[src/rtl/dpl_pkg.sv]
package dpl_pkg;
   typedef enum logic [2:0] {
      CMD_NONE   = 3'b000,
      CMD_START  = 3'b001,
      CMD_HALT   = 3'b010,
      CMD_REWIND = 3'b011,
      CMD_ALERT  = 3'b100,
      CMD_QUERY  = 3'b101,
      CMD_PAUSE  = 3'b110,
      CMD_BAD    = 3'b111
   } cmd_e;

   localparam logic [1:0] DS_READY = 2'b00;
   localparam logic [1:0] DS_BUSY  = 2'b01;
   localparam logic [1:0] DS_FULL  = 2'b10;

   localparam logic [1:0] HS_WAIT  = 2'b01;
   localparam logic [1:0] HS_TAKEN = 2'b10;

   typedef enum logic [2:0] {
      ST_IDLE,
      ST_FETCH,
      ST_LOAD,
      ST_SHOW,
      ST_REWIND
   } link_st_e;

   function automatic logic [1:0] stat_of(link_st_e s);
      case (s)
         ST_IDLE: stat_of = DS_READY;
         ST_SHOW: stat_of = DS_FULL;
         default: stat_of = DS_BUSY;
      endcase
   endfunction
endpackage

[src/rtl/dpl_sync.sv]
module dpl_sync #(
   parameter int W      = 2,
   parameter int STAGES = 2
) (
   input  logic         clk,
   input  logic         rst_n,
   input  logic [W-1:0] d_i,
   output logic [W-1:0] q_o
);
   generate
      if (STAGES < 2) begin : g_bad_stages
         $error("dpl_sync: STAGES must be at least 2");
      end
      if (W < 1) begin : g_bad_width
         $error("dpl_sync: W must be positive");
      end
   endgenerate

   logic [W-1:0] stg [STAGES];

   always_ff @(posedge clk or negedge rst_n) begin
      if (!rst_n) stg[0] <= '0;
      else        stg[0] <= d_i;
   end

   generate
      for (genvar i = 1; i < STAGES; i++) begin : g_chain
         always_ff @(posedge clk or negedge rst_n) begin
            if (!rst_n) stg[i] <= '0;
            else        stg[i] <= stg[i-1];
         end
      end
   endgenerate

   assign q_o = stg[STAGES-1];
endmodule

[src/rtl/dpl_cmd_filter.sv]
module dpl_cmd_filter #(
   parameter int W = 3
) (
   input  logic         clk,
   input  logic         rst_n,
   input  logic [W-1:0] cmd_s_i,
   output logic         acc_o,
   output logic [W-1:0] code_o
);
   logic [W-1:0] prev_q;
   logic         taken_q;

   assign acc_o  = (cmd_s_i != '0) && (cmd_s_i == prev_q) && !taken_q;
   assign code_o = cmd_s_i;

   always_ff @(posedge clk or negedge rst_n) begin
      if (!rst_n) begin
         prev_q  <= '0;
         taken_q <= 1'b0;
      end else begin
         prev_q  <= cmd_s_i;
         taken_q <= (cmd_s_i != prev_q) ? 1'b0 : (taken_q | acc_o);
      end
   end

   // an accepted command fires for one cycle only
   p_one_shot_r2: assert property (@(posedge clk) disable iff (!rst_n)
      acc_o |=> !acc_o);
endmodule

[src/rtl/dpl_alert_timer.sv]
module dpl_alert_timer #(
   parameter int CYCLES = 16
) (
   input  logic clk,
   input  logic rst_n,
   input  logic fire_i,
   output logic alert_o
);
   localparam int CW = $clog2(CYCLES + 1);

   generate
      if (CYCLES < 1) begin : g_bad_cycles
         $error("dpl_alert_timer: CYCLES must be positive");
      end
   endgenerate

   logic [CW-1:0] cnt_q;

   always_ff @(posedge clk or negedge rst_n) begin
      if (!rst_n)            cnt_q <= '0;
      else if (fire_i)       cnt_q <= CW'(CYCLES);
      else if (cnt_q != '0)  cnt_q <= cnt_q - 1'b1;
   end

   assign alert_o = (cnt_q != '0);

   // window counts down one per cycle when not retriggered
   p_alert_count_r9: assert property (@(posedge clk) disable iff (!rst_n)
      (cnt_q != '0 && !fire_i) |=> (cnt_q == CW'($past(cnt_q) - 1'b1)));
endmodule

[src/rtl/dev_port_link.sv]
module dev_port_link
   import dpl_pkg::*;
#(
   parameter int DATA_W       = 8,
   parameter int SYNC_STAGES  = 2,
   parameter int ALERT_CYCLES = 16
) (
   input  logic              clk,
   input  logic              rst_n,
   input  logic [1:0]        host_stat_i,
   input  logic [2:0]        cmd_i,
   output logic [1:0]        dev_stat_o,
   output logic [DATA_W-1:0] data_o,
   input  logic              src_valid_i,
   input  logic [DATA_W-1:0] src_data_i,
   output logic              src_ready_o,
   output logic              alert_o,
   output logic              rewind_req_o,
   input  logic              rewind_done_i
);
   localparam int CMD_W = 3;

   generate
      if (DATA_W < 1) begin : g_bad_data_w
         $error("dev_port_link: DATA_W must be positive");
      end
   endgenerate

   logic [1:0]       hs_s;
   logic [CMD_W-1:0] cmd_s;
   logic             acc;
   logic [CMD_W-1:0] code;

   dpl_sync #(.W(2), .STAGES(SYNC_STAGES)) u_hs_sync (
      .clk(clk), .rst_n(rst_n), .d_i(host_stat_i), .q_o(hs_s));

   dpl_sync #(.W(CMD_W), .STAGES(SYNC_STAGES)) u_cmd_sync (
      .clk(clk), .rst_n(rst_n), .d_i(cmd_i), .q_o(cmd_s));

   dpl_cmd_filter #(.W(CMD_W)) u_filter (
      .clk(clk), .rst_n(rst_n), .cmd_s_i(cmd_s), .acc_o(acc), .code_o(code));

   logic do_start, do_halt, do_rewind, do_alert, do_pause;
   assign do_start  = acc && (code == CMD_START);
   assign do_halt   = acc && (code == CMD_HALT);
   assign do_rewind = acc && (code == CMD_REWIND);
   assign do_alert  = acc && (code == CMD_ALERT);
   assign do_pause  = acc && (code == CMD_PAUSE);

   dpl_alert_timer #(.CYCLES(ALERT_CYCLES)) u_alert (
      .clk(clk), .rst_n(rst_n), .fire_i(do_alert), .alert_o(alert_o));

   link_st_e          st_q, st_n;
   logic              run_q, pause_q;
   logic [1:0]        stat_q;
   logic [DATA_W-1:0] data_q;
   logic              take;

   assign src_ready_o  = (st_q == ST_FETCH) && !do_halt;
   assign take         = src_ready_o && src_valid_i;
   assign rewind_req_o = (st_q == ST_REWIND);
   assign dev_stat_o   = stat_q;
   assign data_o       = data_q;

   always_comb begin
      st_n = st_q;
      if (do_halt) begin
         st_n = ST_IDLE;
      end else begin
         case (st_q)
            ST_IDLE:
               if (do_rewind)
                  st_n = ST_REWIND;
               else if (run_q && !pause_q && hs_s == HS_WAIT)
                  st_n = ST_FETCH;
            ST_FETCH:  if (take) st_n = ST_LOAD;
            ST_LOAD:   st_n = ST_SHOW;
            ST_SHOW:   if (hs_s == HS_TAKEN) st_n = ST_IDLE;
            ST_REWIND: if (rewind_done_i) st_n = ST_IDLE;
            default:   st_n = ST_IDLE;
         endcase
      end
   end

   always_ff @(posedge clk or negedge rst_n) begin
      if (!rst_n) begin
         st_q    <= ST_IDLE;
         stat_q  <= DS_READY;
         run_q   <= 1'b0;
         pause_q <= 1'b0;
         data_q  <= '0;
      end else begin
         st_q   <= st_n;
         stat_q <= stat_of(st_n);
         if (take) data_q <= src_data_i;
         if (do_halt) begin
            run_q   <= 1'b0;
            pause_q <= 1'b0;
         end else if (do_start) begin
            run_q   <= 1'b1;
            pause_q <= 1'b0;
         end else if (do_pause) begin
            pause_q <= 1'b1;
         end
      end
   end

   // status code 11 is never shown
   p_stat_legal_r3: assert property (@(posedge clk) disable iff (!rst_n)
      dev_stat_o != 2'b11);

   // source is only offered a handshake while fetching
   p_ready_busy_r3: assert property (@(posedge clk) disable iff (!rst_n)
      src_ready_o |-> (dev_stat_o == DS_BUSY));

   // data register only moves while status shows fetching
   p_data_in_busy_r4: assert property (@(posedge clk) disable iff (!rst_n)
      !$stable(data_o) |-> ($past(dev_stat_o) == DS_BUSY));

   // byte already settled when "available" first appears
   p_data_first_r4: assert property (@(posedge clk) disable iff (!rst_n)
      (dev_stat_o == DS_FULL && $past(dev_stat_o) != DS_FULL) |-> $stable(data_o));

   // available byte is held until the host reports it taken
   p_hold_r5: assert property (@(posedge clk) disable iff (!rst_n)
      (st_q == ST_SHOW && hs_s != HS_TAKEN && !do_halt)
      |=> (dev_stat_o == DS_FULL && $stable(data_o)));

   // rewind request is always shown as busy
   p_rewind_busy_r10: assert property (@(posedge clk) disable iff (!rst_n)
      rewind_req_o |-> (dev_stat_o == DS_BUSY));

   // halt always lands in the ready state
   p_halt_ready_r8: assert property (@(posedge clk) disable iff (!rst_n)
      do_halt |=> (dev_stat_o == DS_READY && !src_ready_o));
endmodule

[config.mk]
export PLATFORM = sky130hd
export DESIGN_NAME = dev_port_link
export DESIGN_NICKNAME = d
export VERILOG_FILES = /design/src/rtl/dpl_pkg.sv /design/src/rtl/dpl_sync.sv /design/src/rtl/dpl_cmd_filter.sv /design/src/rtl/dpl_alert_timer.sv /design/src/rtl/dev_port_link.sv
export SDC_FILE = /design/constraint.sdc
export NUM_CORES = 1
export LEC_CHECK = 0
export ABC_AREA = 1
export BUFFER_PORTS_ARGS = -buffer_cell sky130_fd_sc_hd__buf_2
export CAP_MARGIN = 20
export CORE_UTILIZATION = 45
export CTS_CLUSTER_SIZE = 24
export DETAILED_ROUTE_END_ITERATION = 12
export GPL_TIMING_DRIVEN = 0
export PLACE_DENSITY = 0.67
export SYNTH_ARGS = -nofsm -noshare
export SYNTH_HDL_FRONTEND = slang
export SYNTH_SLANG_ARGS = --single-unit
[constraint.sdc]
create_clock -name clk -period 2.2 [get_ports clk]
set_input_delay 0.11 -clock clk [delete_from_list [all_inputs] [get_ports clk]]
set_output_delay 0.11 -clock clk [all_outputs]
set_load 0.03 [all_outputs]
==> impl_metrics.ini, run 1 <==
[die]
die_y_um = 59.3
dieArea_sq_mm = 0.00352
core-area_sq_mm = 0.00308
initial_core_util_pct = 48.0
rows = 20
ios = 30
fp.dieW_um = 59.3

[power_and_ir_drop]
power.net_switching_uw = 876
power_density_mw_per_mm2 = 1300
swShare_pct = 36.5
p_comb_share_pct = 36.6
leakage_nw = 0.915
seq_power_share_pct = 39.0
ir_drop_mv = 0.789
clkPwrFrac_pct = 24.4
cellInternalPower_mw = 1.52

[worst_setup_path]
arrival_ns = 1.72
cp.required_ns = 2.09
startpoint = u_cmd_sync.q_o[2]
critPathMaxFanout = 7
crit_chain = buf_6, xnor2_2, nand4_4, inv_1, nor2_1, buf_2
cpPeakStageDelay_ns = 0.40
crit_family = buffers and inverters
start_kind = flip-flop
cpMaxStageDelayCell = dfrtp_1
path_buf_inv = 3
crit_type = flip-flop to output pin
r2r-start = u_cmd_sync.q_o[2]
end_kind = output pin

[sta]
hold_violations = 0
worstMarginPinSlew_ns = 0.714
period_share_pct = 83.2
setup_violations = 0
maxSlewHeadroom_pct = 52.4
rsz0062_at_grt = false
max_freq_mhz = 547
drv_slew = 0
fin_setup_tns_ns = 0
post-route-min-period_ns = 1.83
fin_skew_ns = 0.0103

[layout]
syn_to_final_growth_pct = 25.1
fill_cells = 266
layout_commonest_cell = dfrtp_1
antenna_cells = 0
layout_common_cells = 34 x dfrtp_1, 29 x buf_2, 19 x inv_1
nNetsFinal = 194
multiInputGateArea_sq_um = 534
drive_gt1_share_pct = 37.5
regArea_sq_um = 851
post-route-cell-area_sq_mm = 0.00185

[min_path]
hold_class = input pin to flip-flop
hold_start = src_data_i[2]

[yosys]
synth_area_per_cell_sq_um = 11.1
ys_warn_count = 0
synth_cell_types = 31
syn_nets = 152
synthCells = 133
ys_seq_area_share_pct = 57.5
synth_area_sq_mm = 0.00148
ys_ff_latch = 34

[placed_design]
post-dp-hpwl_mm = 1.97
place_area_sq_mm = 0.00168
portBuffers = 29
gp_congestion = 0.793

[global_route]
grt_pass1_vias = 1049
grt_max_degree = 35
grt_use_total_pct = 17.3
overflow = 0
grt_pass1_wl_mm = 4.35
antenna_found_initial = 0

[routing]
drtIter0Drc = 27
wl_per_cell_um = 11.8
remaining_drc_errors = 0
wl_mm = 2.59
routed_via_density = 4.62
antenna_violating_nets_post_route = 0
via_count = 1017
dr.pass1.iters = 4

[clock_tree]
cts_inserted_buffers = 5
cts_tree = done
cts.clk_slew.worst_paths_ns = 0.10
htree_num_levels = 2
clock_path_buffers = 2
clockRootBuffer = clkbuf_4
clock_sinks = 34
post_cts_buffers = 0
clk_latency_ns = 0.32

[run]
maxCapViolations = 0

[status]
outcome = finished, final reports clean
==> per-layer routing <==
layer / part of all wire [%] / up-vias / global-route usage, % / wire length (um)
li1: - / 509 / - / -
met2: 51 / 28 / 29.5 / 1330
met3: 4.1 / 9 / 5.46 / 106
met5: 0 / - / 0 / 0
met4: 2.7 / 0 / 9.52 / 71
met1: 42 / 471 / 18.9 / 1080
==> cell type report <==
class | count | area share [%]
well taps | 44 | 2.97
plain buffers | 1 | 0.609
inverters | 22 | 4.46
flip-flops and latches | 34 | 46.0
repair buffers | 35 | 11.1
clock buffers | 6 | 2.77
clock inverters | 2 | 3.25
multi-input cells | 76 | 28.9
==> cell families (layout without fill, tap and decap cells) <==
kind of cell / after synthesis / in the layout / share of synthesized area [%]
buf+inv: 23 / 66 / 6.35
fa+ha+maj: 2 / 2 / 1.69
compound gates: 11 / 11 / 4.91
mux: 8 / 8 / 6.09
flops: 34 / 34 / 57.5
xor+xnor: 3 / 3 / 2.28
simple gates: 52 / 52 / 21.2
==> synth_stat cells <==
| library cell | number | area [sq um] |
|---|---|---|
| nand4_4 | 1 | 21.3 |
| inv_1 | 19 | 71.3 |
| buf_6 | 1 | 11.3 |
| nor2_2 | 2 | 12.5 |
| nand4_1 | 2 | 12.5 |
| inv_2 | 3 | 11.3 |
| a211oi_1 | 1 | 7.51 |
| o31ai_1 | 1 | 7.51 |
| xnor2_1 | 1 | 8.76 |
| mux2_2 | 8 | 90.1 |
| ha_1 | 2 | 25.0 |
| xnor2_2 | 1 | 16.3 |
| nand2_1 | 17 | 63.8 |
| nor3_1 | 2 | 10.0 |
| nor2_8 | 1 | 20.0 |
| nor4_2 | 1 | 12.5 |
| o211ai_1 | 1 | 7.51 |
| nand3_1 | 3 | 15.0 |
| dfrtp_1 | 34 | 851 |
| a21oi_2 | 1 | 8.76 |
| xor2_1 | 1 | 8.76 |
| nor3_2 | 2 | 20.0 |
| nand2_2 | 5 | 31.3 |
| o22ai_1 | 1 | 6.26 |
| nand2_4 | 1 | 11.3 |
| nor2_1 | 13 | 48.8 |
| o311a_1 | 1 | 10.0 |
| o21ai_0 | 2 | 10.0 |
| nand3_4 | 1 | 17.5 |
| nor3_4 | 1 | 16.3 |
| a21oi_1 | 3 | 15.0 |
==> power by group through the flow <==
| stage | clock [mW] | combinational (mW) | sequential [mW] |
|---|---|---|---|
| 2_1_floorplan | 0 | 0.463 | 1.12 |
| 3_3_place_gp | 0 | 0.833 | 0.934 |
| 3_5_place_dp | 0 | 0.871 | 0.952 |
| 4_1_cts | 0.595 | 0.887 | 0.939 |
| 5_1_grt | 0.621 | 0.965 | 0.965 |
| 6_report | 0.585 | 0.878 | 0.935 |
==> per-stage QoR <==
stage / power (mW) / utilization, % / instances / worst slack, ns / hold slack, ns
global placement: 1.77 / 54.6 / 206 / 0.586 / 0.201
global route: 2.55 / 60.1 / 220 / 0.228 / 0.00503
floorplan: 1.58 / - / 133 / 0.533 / -0.186
detailed placement: 1.82 / 54.6 / 206 / 0.512 / 0.211
CTS: 2.42 / 60.1 / 220 / 0.346 / 0.00617
finish: 2.40 / 60.1 / 220 / 0.371 / 0.0136
==> timing repair <==
action | 4_1_cts | 5_1_grt
hold buffers | 6 | 0
gates resized for setup | 0 | 0
endpoints found under the hold margin | 39 | 0
==> flip-flops by register name, summed over array words and instances (netlist names) <==
signal and cells:
run_q 1, pause_q 1, u_cmd_sync.q_o 3, u_cmd_sync.stg 3, st_q 3, u_hs_sync.q_o 2, data_o 8, u_alert.cnt_q 5
dev_stat_o 2, u_filter.prev_q 3, u_hs_sync.stg 2, u_filter.taken_q 1
==> final timing paths <==
check | slack, ns | end | cells after the start
worst max-delay path | 0.37 | src_ready_o | 6
worst min-delay path | 0.01 | data_o[2] | 2
worst max register to register | 0.49 | u_alert.cnt_q[1] | 7
worst min register to register | 0.35 | u_cmd_sync.q_o[1] | 0
max in group asynchronous | 1.37 | u_cmd_sync.q_o[0] | 2
min in group asynchronous | 0.37 | u_filter.prev_q[0] | 2
(Power assumes the default switching activity.)
==> run 2, diff against run 1 <==
PLACE_DENSITY = 0.7   (was 0.67)
clock period = 1.59 ns   (was 2.2 ns; I/O delays follow)
==> run 2 against run 1 <==
The flow now finishes with violations (negative setup slack). Final area rose by 13%. Clock skew fell by 0.0053 ns. Wire length increased by 11%. First-iteration DRC count grew 30%. Non-clock buffer count increased by 22. Via count increased by 10%. Cell count increased by 10%. Critical path type unchanged.
==> impl_metrics.ini, run 2 (synthesized netlist as in run 1, its figures left out) <==
[layout]
utilization_pct = 68.2
regArea_sq_um = 853
fin_cells = 242
antenna_cells = 0
post-route-cell-area_sq_mm = 0.00210
fill_cells = 228
syn_to_final_growth_pct = 41.9
multiInputGateArea_sq_um = 629
layout_commonest_cell = dfrtp_1
drive_gt1_share_pct = 50.5
nNetsFinal = 216
layout_common_cells = 32 x dfrtp_1, 27 x buf_2, 14 x dlygate4sd3_1
largest_reg_flops = 8

[routing]
wl_met3_um = 107
wl_mm = 2.87
wl_per_cell_um = 11.9
via_count = 1121
remaining_drc_errors = 0
routed_via_density = 4.63
drtIter0Drc = 35
dr.pass1.iters = 4
highest_layer = met4
antenna_violating_nets_post_route = 0
wl_met1_mm = 1.12
met2_length_mm = 1.60

[worst_setup_path]
start_kind = flip-flop
crit_top_cell = inv_2
cpPeakStageDelay_ns = 0.44
cp.required_ns = 1.51
startpoint = u_cmd_sync.q_o[1]
cpMaxStageDelayCell = dfrtp_2
arrival_ns = 1.55
end_kind = output pin
crit_type = flip-flop to output pin
r2r-start = u_cmd_sync.q_o[1]
critPathMaxFanout = 6
crit_family = simple AND/OR/NAND/NOR gates
path_buf_inv = 3
crit_chain = inv_2, nand2_2, nand2_4, nor2_8, nand4_4, inv_2, nor2_2, buf_6

[global_route]
grt_use_total_pct = 18.5
antenna_found_initial = 0
grt_pass1_wl_mm = 4.68
overflow = 0
grt_pass1_vias = 1136
grt_max_degree = 35

[power_and_ir_drop]
power_density_mw_per_mm2 = 1570
cellInternalPower_mw = 1.96
clkPwrFrac_pct = 14.9
p_comb_share_pct = 44.8
leakage_nw = 1.02
power.net_switching_mw = 1.33
seq_power_share_pct = 40.3
ir_drop_mv = 1.11
swShare_pct = 40.4

[sta]
finalWorstSetupSlack_ns = -0.0420
maxSlewHeadroom_pct = 53.1
setup_violations = 8
timing.hold.ws_ns = 0.111
fin_skew_ns = 0.00494
rsz0062_at_grt = true
worstMarginPinSlew_ns = 0.704
drv_slew = 0
max_freq_mhz = 613
post-route-min-period_ns = 1.63
period_share_pct = 103
hold_violations = 0

[die]
ios = 30
initial_core_util_pct = 48.0
core-area_sq_mm = 0.00308
dieArea_sq_mm = 0.00352
die_y_um = 59.3
fp.dieW_um = 59.3
rows = 20

[status]
outcome = finished, violations left
violations = negative setup slack

[clock_tree]
cts_inserted_buffers = 5
cts.clk_slew.worst_paths_ns = 0.10
clockRootBuffer = clkbuf_4
clock_path_buffers = 2
clk_latency_ns = 0.33
htree_num_levels = 2
clock_sinks = 34
cts_tree = done

[placed_design]
post-place-ws_ns = -0.0921
post-dp-hpwl_mm = 1.75
portBuffers = 29
place_area_sq_mm = 0.00169
post-place-cells = 206
gp_congestion = 0.778

[min_path]
hold_class = input pin to flip-flop
hold_start = src_valid_i

[run]
maxCapViolations = 0
-- run 2: cell count changes in the layout (fill, tap and decap cells not counted), moves of 3 or more --
cell | before | now
nand2_2 | 5 | 11
inv_2 | 3 | 10
dlygate4sd3_1 | 6 | 14
buf_4 | 0 | 13
nor2_1 | 13 | 10
inv_1 | 19 | 12
nand2_1 | 17 | 10
nor2_2 | 2 | 5
buf_6 | 1 | 4
-- run 2: timing repair --
action,CTS,global route
endpoints found under the hold margin,47,0
pin swaps,7,8
hold buffers,14,0
gates resized for setup,14,20
setup endpoints to repair,12,16
buffers inserted,8,6
-- run 2: routing by layer --
metal	vias up	GRT usage, %
met5	-	0
met2	24	32.4
met1	535	20.8
li1	558	-
met3	4	3.93
met4	0	10.2
-- run 2: cell type report --
type                       count  share of cell area (%)
clock inverter                 1                   0.239
sequential                    34                    40.7
buffer                         1                   0.537
timing repair buffer          57                    19.4
multi-input combinational     76                    30.0
clock buffer                   7                    2.62
inverter                      22                    3.94
tap                           44                    2.62
-- run 2: power groups by stage --
stage | Sequential [mW] | Combinational (mW) | Clock (mW)
6_report | 1.32 | 1.47 | 0.491
3_3_place_gp | 1.31 | 1.16 | 0
5_1_grt | 1.36 | 1.62 | 0.535
4_1_cts | 1.31 | 1.28 | 0.507
3_5_place_dp | 1.32 | 1.20 | 0
2_1_floorplan | 1.56 | 0.649 | 0
-- run 2: stage by stage --
step	power (mW)	setup TNS, ns
final	3.29	-0.125
after global routing	3.51	-1.08
after CTS	3.10	-0.0671
after detailed placement	2.52	-0.788
after global placement	2.47	-0.180
after floorplan	2.21	0
-- run 2: worst register-to-register path, stage by stage, from the launching register on --
cell and delay [ns]:
dfrtp_2 0.44, inv_2 0.07, nand2_2 0.08, nand2_4 0.07, nor2_8 0.13, nand4_4 0.16, nand3_4 0.19, mux2_2 0.36
-- run 2: worst paths after layout --
kind                                           to  slack (ns)  cells after the start
min in group asynchronous           dev_stat_o[0]        0.32                      2
max in group asynchronous       u_cmd_sync.q_o[0]        0.77                      2
worst min-delay path                      st_q[0]        0.11                      4
worst max-delay path                  src_ready_o       -0.04                      8
worst min register to register  u_cmd_sync.q_o[1]        0.35                      0
worst max register to register          data_o[6]       -0.02                      7
==> run 3, diff against run 2 <==
--- a/config.mk
+++ b/config.mk
@@ -9,9 +9,11 @@
 export BUFFER_PORTS_ARGS = -buffer_cell sky130_fd_sc_hd__buf_2
 export CAP_MARGIN = 20
-export CORE_UTILIZATION = 45
+export CELL_PAD_IN_SITES_DETAIL_PLACEMENT = 1
+export CELL_PAD_IN_SITES_GLOBAL_PLACEMENT = 2
+export CORE_UTILIZATION = 31
 export CTS_CLUSTER_SIZE = 24
 export DETAILED_ROUTE_END_ITERATION = 12
 export GPL_TIMING_DRIVEN = 0
-export PLACE_DENSITY = 0.7
+export PLACE_DENSITY_LB_ADDON = 0.1
 export SYNTH_ARGS = -nofsm -noshare
 export SYNTH_HDL_FRONTEND = slang
==> constraint.sdc (replaced) <==
create_clock -name clk -period 1.59 [get_ports clk]
set_input_delay 0.318 -clock clk [delete_from_list [all_inputs] [get_ports clk]]
set_output_delay 0.318 -clock clk [all_outputs]
set_load 0.03 [all_outputs]
==> run 3 against run 2 <==
The run still ends with negative setup slack left. Via count is 0.71% higher. Clock-buffer cell count stayed put. First-iteration DRC count is 60% lower. Sequential cell count stayed put. Largest power group unchanged. Highest routed layer unchanged.
==> impl_metrics.ini, run 3 (synthesized netlist as in run 1, its figures left out) <==
[status]
outcome = finished, violations left
violations = negative setup slack

[routing]
antenna_violating_nets_post_route = 0
wl_per_cell_um = 14.4
drtIter0Drc = 14
wl_mm = 3.54
remaining_drc_errors = 0
via_count = 1129
dr.pass1.iters = 6
routed_via_density = 4.59

[clock_tree]
clock_sinks = 34
cts-hold-fix-buffers = 0
cts.clk_slew.worst_paths_ns = 0.07
clk_latency_ns = 0.28
clock_path_buffers = 2
htree_num_levels = 2
clockRootBuffer = clkbuf_8
cts_tree = done
cts_inserted_buffers = 5

[sta]
period_share_pct = 110
drv_slew = 0
post-route-min-period_ns = 1.74
hold_violations = 0
worstMarginPinSlew_ns = 0.765
max_freq_mhz = 573
setup_violations = 13
maxSlewHeadroom_pct = 49.0
fin_skew_ns = 0.00446
rsz0062_at_grt = true
finalWorstSetupSlack_ns = -0.155

[layout]
regArea_sq_um = 852
antenna_cells = 0
drive_gt1_share_pct = 53.1
fill_cells = 505
layout_commonest_cell = dfrtp_1
syn_to_final_growth_pct = 41.1
largest_reg_flops = 8
utilization_pct = 46.6
nNetsFinal = 212
multiInputGateArea_sq_um = 648
layout_common_cells = 33 x dfrtp_1, 26 x buf_2, 23 x buf_4
fin_cells = 246

[die]
die_y_um = 71.1
core-area_sq_mm = 0.00447
rows = 24
fp.dieW_um = 71.1
ios = 30
initial_core_util_pct = 33.1
dieArea_sq_mm = 0.00505

[worst_setup_path]
critPathMaxFanout = 5
end_kind = output pin
crit_type = flip-flop to output pin
crit_chain = buf_6, inv_2, a21oi_4, nand4_4, inv_2, nor2_2, buf_6
cpMaxStageDelayCell = dfrtp_1
crit_family = buffers and inverters
start_kind = flip-flop
path_buf_inv = 4
worst-r2r-setup-slack_ns = -0.12
cpPeakStageDelay_ns = 0.36
cp.required_ns = 1.27
arrival_ns = 1.43

[global_route]
grt_max_degree = 35
grt_pass1_vias = 1224
overflow = 0
grt_use_total_pct = 14.9
grt_pass1_wl_mm = 5.60
antenna_found_initial = 0

[placed_design]
post-dp-hpwl_mm = 2.19
post-place-ws_ns = -0.168
portBuffers = 29
post-place-cells = 214
gp_congestion = 0.722

[power_and_ir_drop]
leakage_nw = 1.04
ir_drop_mv = 0.767
power_density_mw_per_mm2 = 1740

[min_path]
hold_class = input pin to asynchronous set/reset pin

[run]
maxCapViolations = 0
## run 3: through the flow
step	instance area (sq um)	hold WS, ns	total power, mW	TNS (ns)
2_1_floorplan	1500	0.0224	2.22	0
3_3_place_gp	1710	0.333	2.51	-0.762
3_5_place_dp	1710	0.336	2.58	-1.58
4_1_cts	1970	0.131	3.43	-1.23
5_1_grt	2090	0.123	3.88	-2.11
6_report	2090	0.108	3.64	-0.652
## run 3: metal layers
metal	global-route usage [%]	part of all wire (%)	up-vias
li1	-	-	548
met1	15.8	43	551
met2	27.5	52	23
met3	4.56	3.6	7
met4	6.00	1.6	0
met5	0	0	-
## run 3: what timing repair did
item | in CTS | in global routing
setup endpoints to repair | 17 | 20
gates cloned | 0 | 1
resized for setup | 19 | 14
buffers inserted | 14 | 9
pin swaps | 8 | 5
## run 3: power breakdown
| part | internal [mW] | switching (mW) |
|---|---|---|
| Combinational | 0.751 | 0.900 |
| Sequential | 1.13 | 0.210 |
| Clock | 0.349 | 0.301 |
## run 3: layout make-up
| cell class | count | share of cell area, % |
|---|---|---|
| timing repair buffer | 52 | 16.1 |
| clock buffer | 7 | 4.14 |
| inverter | 22 | 3.96 |
| tap | 52 | 3.12 |
| clock inverter | 1 | 0.240 |
| buffer | 1 | 0.540 |
| sequential | 34 | 40.8 |
| multi-input combinational | 77 | 31.1 |
## run 3: worst reg2reg max path: stages (launching register included)
cell	delay (ns)
dfrtp_1	0.36
buf_6	0.15
inv_2	0.07
a21oi_4	0.20
nand4_4	0.12
buf_6	0.17
nand3_4	0.11
buf_4	0.13
mux2_4	0.29
## run 3: path summary, 6_finish.rpt
kind	startpoint	endpoint	depth (start not counted)
hold / removal	rst_n	u_cmd_sync.q_o[1]	1
min in group clk	cmd_i[1]	u_cmd_sync.stg[4]	1
max in group asynchronous	rst_n	u_cmd_sync.q_o[0]	1
hold reg to reg	u_cmd_sync.stg[3]	u_cmd_sync.q_o[0]	0
setup / recovery	u_cmd_sync.q_o[2]	src_ready_o	7
setup reg to reg	u_cmd_sync.q_o[2]	data_o[7]	8
